[config.mk]
export PLATFORM = sky130hd
export DESIGN_NAME = quire_mac
export DESIGN_NICKNAME = d
export VERILOG_FILES = /design/src/rtl/quire_mac_pkg.sv /design/src/rtl/quire_mac_mult.sv /design/src/rtl/quire_mac_bias.sv /design/src/rtl/quire_mac_accum.sv /design/src/rtl/quire_mac.sv
export SDC_FILE = /design/constraint.sdc
export NUM_CORES = 1
export LEC_CHECK = 0
export CAP_MARGIN = 5
export CORE_MARGIN = 2
export CORE_UTILIZATION = 48
export DETAILED_ROUTE_END_ITERATION = 6
export DONT_BUFFER_PORTS = 1
export SYNTH_ARGS = -nofsm -noshare
export SYNTH_HDL_FRONTEND = slang
export SYNTH_SLANG_ARGS = --single-unit
[constraint.sdc]
create_clock -name clk -period 14.9 [get_ports clk]
set_clock_uncertainty 0.1 [all_clocks]
set_input_delay 0.745 -clock clk [delete_from_list [all_inputs] [get_ports clk]]
set_output_delay 0.745 -clock clk [all_outputs]
set_load 0.01 [all_outputs]
[src/rtl/quire_mac_pkg.sv]
// Shared types and sizing helpers for the exact quire multiply-accumulate unit.
package quire_mac_pkg;

    // Control bits carried alongside a product into the accumulate stage.
    typedef struct packed {
        logic valid;
        logic clear;
        logic last;
        logic nar;
    } qm_ctl_t;

    // Quire width: term growth + full product span + sign bit.
    function automatic int qm_quire_width(input int terms, input int sig_w, input int span);
        return $clog2(terms + 1) + 2 * sig_w + 2 * span + 1;
    endfunction

endpackage

[src/rtl/quire_mac_mult.sv]
// Exact product and alignment of one operand pair.
// Assumes scales lie within [SCALE_MIN, SCALE_MAX] and that SCALE_MIN <= 0.
// A pair containing a zero or NaR operand yields an all-zero product.
module quire_mac_mult #(
    parameter int SIG_W     = 4,
    parameter int SCALE_W   = 5,
    parameter int SCALE_MIN = -6,
    parameter int QW        = 40
) (
    input  logic                      a_sign,
    input  logic                      a_zero,
    input  logic                      a_nar,
    input  logic signed [SCALE_W-1:0] a_scale,
    input  logic        [SIG_W-1:0]   a_sig,
    input  logic                      b_sign,
    input  logic                      b_zero,
    input  logic                      b_nar,
    input  logic signed [SCALE_W-1:0] b_scale,
    input  logic        [SIG_W-1:0]   b_sig,
    output logic signed [QW-1:0]      prod_al
);
    localparam int PW   = 2 * SIG_W;
    localparam int SUMW = SCALE_W + 2;

    logic        [PW-1:0]   raw;
    logic signed [SUMW-1:0] shamt;
    logic        [QW-1:0]   mag;

    // Full-precision significand product and its shift to quire bit 0.
    always_comb begin
        raw   = PW'(a_sig) * PW'(b_sig);
        shamt = SUMW'(a_scale) + SUMW'(b_scale) - SUMW'(2 * SCALE_MIN);
        mag   = {{(QW - PW){1'b0}}, raw} << shamt;
    end

    // Apply the sign in two's complement, or suppress zero/NaR pairs.
    always_comb begin
        if (a_zero || b_zero || a_nar || b_nar) begin
            prod_al = '0;
        end else if (a_sign ^ b_sign) begin
            prod_al = -$signed(mag);
        end else begin
            prod_al = $signed(mag);
        end
    end
endmodule

[src/rtl/quire_mac_bias.sv]
// Aligns the optional bias to the quire binary point.
// Assumes bias_scale lies within [SCALE_MIN, SCALE_MAX] and that SCALE_MIN <= 0.
module quire_mac_bias #(
    parameter int SIG_W     = 4,
    parameter int SCALE_W   = 5,
    parameter int SCALE_MIN = -6,
    parameter int QW        = 40
) (
    input  logic                      bias_en,
    input  logic                      bias_sign,
    input  logic signed [SCALE_W-1:0] bias_scale,
    input  logic        [SIG_W-1:0]   bias_sig,
    output logic signed [QW-1:0]      bias_al
);
    localparam int SUMW = SCALE_W + 2;

    logic signed [SUMW-1:0] shamt;
    logic        [QW-1:0]   mag;

    // Shift the significand so its weight matches quire bit 0.
    always_comb begin
        shamt = SUMW'(bias_scale) - SUMW'(2 * SCALE_MIN) + SUMW'(SIG_W - 1);
        mag   = {{(QW - SIG_W){1'b0}}, bias_sig} << shamt;
    end

    // Signed result, or zero when no bias is supplied.
    always_comb begin
        if (!bias_en) begin
            bias_al = '0;
        end else if (bias_sign) begin
            bias_al = -$signed(mag);
        end else begin
            bias_al = $signed(mag);
        end
    end
endmodule

[src/rtl/quire_mac_accum.sv]
// Second pipeline stage: the quire register, the sticky NaR flag and the done pulse.
// Assumes the first stage has already zeroed its bias when no clear is pending.
module quire_mac_accum
    import quire_mac_pkg::*;
#(
    parameter int QW = 40
) (
    input  logic                 clk,
    input  logic                 rst_n,
    input  qm_ctl_t              s1_ctl,
    input  logic signed [QW-1:0] s1_prod,
    input  logic signed [QW-1:0] s1_bias,
    output logic signed [QW-1:0] quire_q,
    output logic                 nar_q,
    output logic                 done_q
);
    logic signed [QW-1:0] addend_base;
    logic signed [QW-1:0] sum;
    logic                 ovf;

    // Select the starting value and form the full-width sum.
    always_comb begin
        addend_base = s1_ctl.clear ? s1_bias : quire_q;
        sum         = addend_base + (s1_ctl.valid ? s1_prod : '0);
        ovf         = s1_ctl.valid
                      && (addend_base[QW-1] == s1_prod[QW-1])
                      && (sum[QW-1] != addend_base[QW-1]);
    end

    // Update the quire on clear or on an accepted product.
    always_ff @(posedge clk) begin
        if (!rst_n) begin
            quire_q <= '0;
        end else if (s1_ctl.clear || s1_ctl.valid) begin
            quire_q <= sum;
        end
    end

    // Sticky NaR flag, reloaded by a clear.
    always_ff @(posedge clk) begin
        if (!rst_n) begin
            nar_q <= 1'b0;
        end else if (s1_ctl.clear) begin
            nar_q <= s1_ctl.nar;
        end else if (s1_ctl.nar) begin
            nar_q <= 1'b1;
        end
    end

    // Done follows the last product by one stage.
    always_ff @(posedge clk) begin
        if (!rst_n) begin
            done_q <= 1'b0;
        end else begin
            done_q <= s1_ctl.last;
        end
    end

    // adding a product never wraps the quire.
    a_r3_no_overflow: assert property (@(posedge clk) disable iff (!rst_n)
        (s1_ctl.valid || s1_ctl.clear) |-> !ovf);

    // the NaR flag only drops on a clear.
    a_r7_nar_sticky: assert property (@(posedge clk) disable iff (!rst_n)
        (nar_q && !s1_ctl.clear) |=> nar_q);

    // an idle stage leaves the quire alone.
    a_r9_idle_hold: assert property (@(posedge clk) disable iff (!rst_n)
        (!s1_ctl.valid && !s1_ctl.clear) |=> $stable(quire_q));
endmodule

[src/rtl/quire_mac.sv]
// Exact quire multiply-accumulate unit. Stage 1 forms and aligns the product
// and the bias; stage 2 accumulates. Latency from operand to done is two cycles.
// Assumes decoded operands with scales inside [SCALE_MIN, SCALE_MAX], SCALE_MIN <= 0,
// and runs of at most MAX_TERMS pairs.
module quire_mac
    import quire_mac_pkg::*;
#(
    parameter int SIG_W     = 4,
    parameter int SCALE_W   = 5,
    parameter int SCALE_MIN = -6,
    parameter int SCALE_MAX = 6,
    parameter int MAX_TERMS = 64,
    localparam int QW       = qm_quire_width(MAX_TERMS, SIG_W, SCALE_MAX - SCALE_MIN)
) (
    input  logic                      clk,
    input  logic                      rst_n,
    input  logic                      in_valid,
    input  logic                      in_clear,
    input  logic                      in_last,
    input  logic                      a_sign,
    input  logic                      a_zero,
    input  logic                      a_nar,
    input  logic signed [SCALE_W-1:0] a_scale,
    input  logic        [SIG_W-1:0]   a_sig,
    input  logic                      b_sign,
    input  logic                      b_zero,
    input  logic                      b_nar,
    input  logic signed [SCALE_W-1:0] b_scale,
    input  logic        [SIG_W-1:0]   b_sig,
    input  logic                      bias_en,
    input  logic                      bias_sign,
    input  logic signed [SCALE_W-1:0] bias_scale,
    input  logic        [SIG_W-1:0]   bias_sig,
    output logic signed [QW-1:0]      quire_out,
    output logic                      nar_out,
    output logic                      done
);
    logic signed [QW-1:0] prod_al;
    logic signed [QW-1:0] bias_al;
    logic signed [QW-1:0] s1_prod;
    logic signed [QW-1:0] s1_bias;
    qm_ctl_t              s1_ctl;

    quire_mac_mult #(
        .SIG_W(SIG_W), .SCALE_W(SCALE_W), .SCALE_MIN(SCALE_MIN), .QW(QW)
    ) u_mult (
        .a_sign(a_sign), .a_zero(a_zero), .a_nar(a_nar), .a_scale(a_scale), .a_sig(a_sig),
        .b_sign(b_sign), .b_zero(b_zero), .b_nar(b_nar), .b_scale(b_scale), .b_sig(b_sig),
        .prod_al(prod_al)
    );

    quire_mac_bias #(
        .SIG_W(SIG_W), .SCALE_W(SCALE_W), .SCALE_MIN(SCALE_MIN), .QW(QW)
    ) u_bias (
        .bias_en(bias_en), .bias_sign(bias_sign), .bias_scale(bias_scale),
        .bias_sig(bias_sig), .bias_al(bias_al)
    );

    // Stage 1 register: aligned product, aligned bias and control.
    always_ff @(posedge clk) begin
        if (!rst_n) begin
            s1_ctl  <= '0;
            s1_prod <= '0;
            s1_bias <= '0;
        end else begin
            s1_ctl.valid <= in_valid;
            s1_ctl.clear <= in_clear;
            s1_ctl.last  <= in_valid && in_last;
            s1_ctl.nar   <= in_valid && (a_nar || b_nar);
            s1_prod      <= in_valid ? prod_al : '0;
            s1_bias      <= in_clear ? bias_al : '0;
        end
    end

    quire_mac_accum #(.QW(QW)) u_accum (
        .clk(clk), .rst_n(rst_n), .s1_ctl(s1_ctl), .s1_prod(s1_prod), .s1_bias(s1_bias),
        .quire_q(quire_out), .nar_q(nar_out), .done_q(done)
    );

    // a last operand is always followed by done two cycles later.
    a_r5_done_after_last: assert property (@(posedge clk) disable iff (!rst_n)
        (in_valid && in_last) |=> ##1 done);

    // done never appears without a last operand two cycles earlier.
    a_r5_done_has_cause: assert property (@(posedge clk) disable iff (!rst_n)
        done |-> $past(in_valid && in_last, 2));

    // accepted scales stay in the range the alignment is sized for.
    a_r2_scale_range: assert property (@(posedge clk) disable iff (!rst_n)
        in_valid |-> (int'(a_scale) >= SCALE_MIN && int'(a_scale) <= SCALE_MAX
                      && int'(b_scale) >= SCALE_MIN && int'(b_scale) <= SCALE_MAX));
endmodule

# Yosys cells after proc, flatten, opt, wreduce, memory -nomap -nowiden
# Index checks and enable logic that the tools add are counted.
dict set report op_classes {
  bitwise 3
  n_mul 1
  reduce_logical 10
  shifts 2
  muxes 6
  n_addsub 7
}
# operator count
set ops {}
lappend ops {{2-to-1 mux 40 bit} 4}
lappend ops {{negator 40 bit} 2}
lappend ops {{adder 40 bit} 1}
lappend ops {{left shift 4 x 7 -> 40 bit} 1}
lappend ops {{left shift 8 x 7 -> 40 bit} 1}
lappend ops {{multiplier 4 x 4 -> 8 bit} 1}
lappend ops {{adder 7 x 3 -> 7 bit, second input constant} 1}
lappend ops {{subtractor 7 x 5 -> 7 bit, second input constant} 1}
lappend ops {{adder 5 x 5 -> 6 bit} 1}
lappend ops {{subtractor 5 x 5 -> 6 bit, second input constant} 1}
lappend ops {{logical OR 1 bit} 5}
lappend ops {{AND reduction 3 bit} 1}
lappend ops {{OR reduction 3 bit} 1}
lappend ops {{logical AND 1 bit} 2}
lappend ops {{2-to-1 mux 1 bit} 2}
lappend ops {{inverter 1 bit} 2}
lappend ops {{nonzero test 2 bit} 1}
lappend ops {{XOR 1 bit} 1}
dict set report word_totals {
  regBits 126
  in_bits 40
  output_inout_bits 42
}

# Longest topological paths before layout
dict set report depth {
  depth_word 5
  ltp_mapped 22
  mapped_depth_nobuf 18
}

# Hierarchy
# A second synthesis with hierarchy kept.
dict set report hier_totals {
  hier_cells 1724
  area_unflattened_um2 13011.2
}
# mod n_inst seq_area_each_um2 area_per_inst_um2 cells_per_inst
set modules_own_cells {}
lappend modules_own_cells {quire_mac_accum 1 840.8 4285.4 554}
lappend modules_own_cells {quire_mac_mult 1 0.0 3788.6 552}
lappend modules_own_cells {quire_mac_bias 1 0.0 2586.2 433}
lappend modules_own_cells {quire_mac 1 1681.6 2351.0 185}

# Least setup slack after synthesis
# No wires, ideal clock.
dict set report synth_path {
  path_type {input-to-reg}
  start {input a_sig[0]}
  end {register s1_prod[27]}
  arrival_time_ns 5.387
  setup_ns 0.075
  cell_stages 17
  path_buffers 0
  t_required_ns 14.725
  path_slack_ns 9.338
  path_cell_list {nand2_1 > fa_1 > inv_1 > fa_1 > inv_1 > fa_1 > xor2_1 > o211ai_2 > or2_1 > o211a_1 > or4_4 > a2111oi_4 > a41oi_2 > nor4_4 > a31oi_1 > or3_1 > a31oi_1}
}
dict set report synth_between {
  elab_chain_len 4
}
# item line
set synth_lines {}
lappend synth_lines {{start: declaration} quire_mac.sv:24} ;# input logic [SIG_W-1:0] a_sig,
lappend synth_lines {{multiplier 4 x 4 -> 8 bit *} quire_mac_mult.sv:31} ;# raw = PW'(a_sig) * PW'(b_sig);
lappend synth_lines {{left shift 8 x 7 -> 40 bit *} quire_mac_mult.sv:33} ;# mag = {{(QW - PW){1'b0}}, raw} << shamt;
lappend synth_lines {{negator 40 bit} quire_mac_mult.sv:41} ;# prod_al = -$signed(mag);
lappend synth_lines {{2-to-1 mux 40 bit *} quire_mac_mult.sv:40} ;# end else if (a_sign ^ b_sign) begin
lappend synth_lines {{end signal: assignment} quire_mac.sv:70} ;# s1_prod <= in_valid ? prod_al : '0;
lappend synth_lines {{end: declaration} quire_mac.sv:40} ;# logic signed [QW-1:0] s1_prod;
# Every way passes the cells marked *; elsewhere a longest branch is shown, timed or not.
# A chain may end at the register's enable or synchronous reset.

# Worst setup path in the final report
dict set report layout_path {
  start {input a_scale[0]}
  end {register s1_prod[27]}
}
dict set report layout_between {
  elab_chain_len 5
}
# item line
set layout_lines {}
lappend layout_lines {{start: declaration} quire_mac.sv:23} ;# input logic signed [SCALE_W-1:0] a_scale,
lappend layout_lines {{adder 5 x 5 -> 6 bit *} quire_mac_mult.sv:32} ;# shamt = SUMW'(a_scale) + SUMW'(b_scale) - SUMW'(2 * SCALE_MIN);
lappend layout_lines {{subtractor 7 x 5 -> 7 bit *} quire_mac_mult.sv:32}
lappend layout_lines {{left shift 8 x 7 -> 40 bit *} quire_mac_mult.sv:33}
lappend layout_lines {{negator 40 bit} quire_mac_mult.sv:41}
lappend layout_lines {{2-to-1 mux 40 bit *} quire_mac_mult.sv:40}
# Marked as above.

==> metrics.cfg <==
[finish]
syn2layout_area_growth_pct=7.00
design_area_mm2=0.0123
final_common_cell=nor2_1
drive_above_1_share_pct=7.94
nets=1607
final_cell_mix=167 x nor2_1, 155 x nand2_1, 126 x a21oi_1
fill_cells=2328
instances_no_fill=1832

[logic_synthesis]
syn_inst=1555
yosys_warnings=0
synth_seq_cells=126
syn_area_per_cell_um2=7.39
synth.yosys.seq_area_share_pct=22.0
synth_cell_types=89
synthArstFlopShare_pct=0
synth_flop_cell=dfxtp_1
synth_area_mm2=0.0115
synth_edf_count=0
syn-num-nets=1663

[place]
gp_congestion=0.958
dp_hpwl_mm=27.0
place_area_mm2=0.0117
io_buffers=0
dp_cells=1799

[pwr]
finalPower_mw=1.33
peakVddDrop_uv=64.0
p_per_area_mw_per_mm2=108
leakage_nw=5.02

[die]
num_rows=56
design.core.area_mm2=0.0235
dieArea_mm2=0.0252
io_pins=82
start_util_pct=49.0
fp.dieW_um=159
fp.dieH_um=159

[worst_setup_path]
worstSetupEndpointType=flip-flop
cp_num_buf_inv=3
arrival_ns=6.71
crit_required_ns=15.14
critical_path.max_stage_delay_ns=0.74
path_max_fanout=32
worst_path_max_delay_cell=xor2_1
crit_type=in -> reg
crit_family=simple AND/OR/NAND/NOR gates
crit_path_start_kind=input pin
crit_chain=ha_1, fa_1, xor2_1, inv_1, ha_1, buf_4, inv_1, nor2_1, and2_1, a31o_1, or4_4, a2111oi_4, a41oi_2, nor4_4, a31oi_1, or3_1, a31oi_1

[sta]
final_hold_viol_count=0
slew_viol_final=0
setup_violations=0
period_minus_slack_ns=6.47
rsz0062_at_grt=no
final.setup.tns_ns=0
fin_crit_sh_pct=43.4
tightestPinTransition_ns=1.06
slew_headroom_pct=29.4
clock.fmax_mhz=155

[hold_path]
min_path_type=reg -> reg

[run_status]
run_status=finished, final reports clean

[global_routing]
overflow=0
grt_first_pass_wirelength_mm=56.0
grt.total_usage_pct=27.2
antenna_found_initial=0
grt_use_met1_pct=38.2
grt_use_met3_pct=3.68
grt_pass1_vias=10100
busiest_layer=met2
grt_start_max_net_pins=63
grt_use_met2_pct=43.9

[clocking]
post_cts_buffers=0
tritoncts=done
clock-sinks=126
ctsHtreeMaxLevel=4
cts-buffers-inserted=17
cts_buffer_depth=2
cts_root_buf=clkbuf_16
cts_resized=0
clk_pin_slew_ns=0.06
clkLatencyLatePin_ns=0.42
holdBufCountCts=0

[routing]
drt-initial-drc-count=916
routedWlPerCell_um=19.1
drt-pass1-iter-count=5
vias_per_cell=6.14
num_vias=11200
drc=0
totalWireLength_mm=35.0
antenna_left=0

[job]
cap_viol_max_count=0

## per-stage QoR
step | util (%) | hold WS [ns] | setup slack [ns]
5_1_grt | 52.4 | 0.355 | 8.08
6_report | 52.4 | 0.339 | 8.43
3_5_place_dp | 49.7 | 0.322 | 8.12
2_1_floorplan | - | 0.312 | 9.34
3_3_place_gp | 49.7 | 0.313 | 8.19
4_1_cts | 52.4 | 0.345 | 8.56
## worst register-to-register path, stage by stage (launching register included)
cell      delay, ns
dfxtp_2        0.31
buf_4          0.51
mux2_2         0.46
ha_1           0.38
o21ai_0        0.14
a22oi_1        0.36
nand2_1        0.14
a211o_1        0.30
o21ai_0        0.58
a41o_1         0.39
a31oi_1        0.19
or3_1          0.43
a31oi_1        0.19
nor3_1         0.07
a211oi_1       0.21
## flip-flops by register name (all words and copies together) (netlist names)
register / flops
s1_bias: 40
s1_prod: 40
u_accum.quire_q: 40
s1_ctl: 4
u_accum.done_q: 1
u_accum.nar_q: 1
## Yosys cell counts (13+ instances only)
cell	number	area share, %
a211oi_1	22	1.4
a21o_1	35	2.3
a21oi_1	126	5.5
a31oi_1	28	1.5
and2_1	67	3.6
and3_1	18	0.98
clkbuf_1	75	2.4
dfxtp_1	126	22
ha_1	62	6.8
inv_1	45	1.5
mux2_2	44	4.3
nand2_1	155	5.1
nand2b_1	18	0.98
nand3_1	54	2.4
nor2_1	168	5.5
nor2b_1	16	0.87
nor3_1	32	1.4
o211ai_1	13	0.85
o21a_1	14	0.91
o21ai_0	103	4.5
o22ai_1	14	0.76
xnor2_1	52	4.0
xor2_1	38	2.9
## layer usage
metal  vias up  wire (um)
met5         -          0
met4         0        563
met3        43       1820
met2       332      16100
met1      5337      16500
li1       5537          -
## final cells by class
class | count | area [um2] | share of cell area [%]
multi-input combinational | 1296 | 8470 | 68.9
sequential | 126 | 2520 | 20.5
antenna | 1 | 2.50 | 0.0204
timing repair buffer | 13 | 97.6 | 0.794
clock buffer | 19 | 443 | 3.60
inverter | 45 | 169 | 1.37
tap | 319 | 399 | 3.25
clock inverter | 13 | 186 | 1.52
## logic make-up after synthesis
kind of cell | Yosys count | share of synthesized area (%)
AOI/OAI and AO/OA | 474 | 27.0
and+or+nand+nor | 607 | 26.1
buffers and inverters | 133 | 4.43
xor gates and xnor gates | 91 | 7.06
DFF | 126 | 22.0
adders and majority gates | 68 | 7.80
muxes | 56 | 5.62
## final timing paths
check | slack (ns) | start | to | cells past startpoint
setup / recovery | 8.43 | a_scale[0] | s1_prod[27]$_SDFF_PP0_ | 17
hold / removal | 0.34 | s1_ctl[0]$_SDFF_PN0_ | u_accum.nar_q$_SDFFE_PN0P_ | 2
setup reg to reg | 10.06 | s1_ctl[2]$_SDFF_PN0_ | u_accum.quire_q[39]$_SDFFE_PN0P_ | 14
hold reg to reg | 0.34 | s1_ctl[0]$_SDFF_PN0_ | u_accum.nar_q$_SDFFE_PN0P_ | 2
## power breakdown
group	switching (mW)	internal (mW)	leakage, nW	total, mW
combinational	0.349	0.190	3.69	0.538
clock	0.155	0.285	0.308	0.440
sequential	0.00443	0.344	1.02	0.349
No activity file was read; power rests on OpenSTA's default activity.
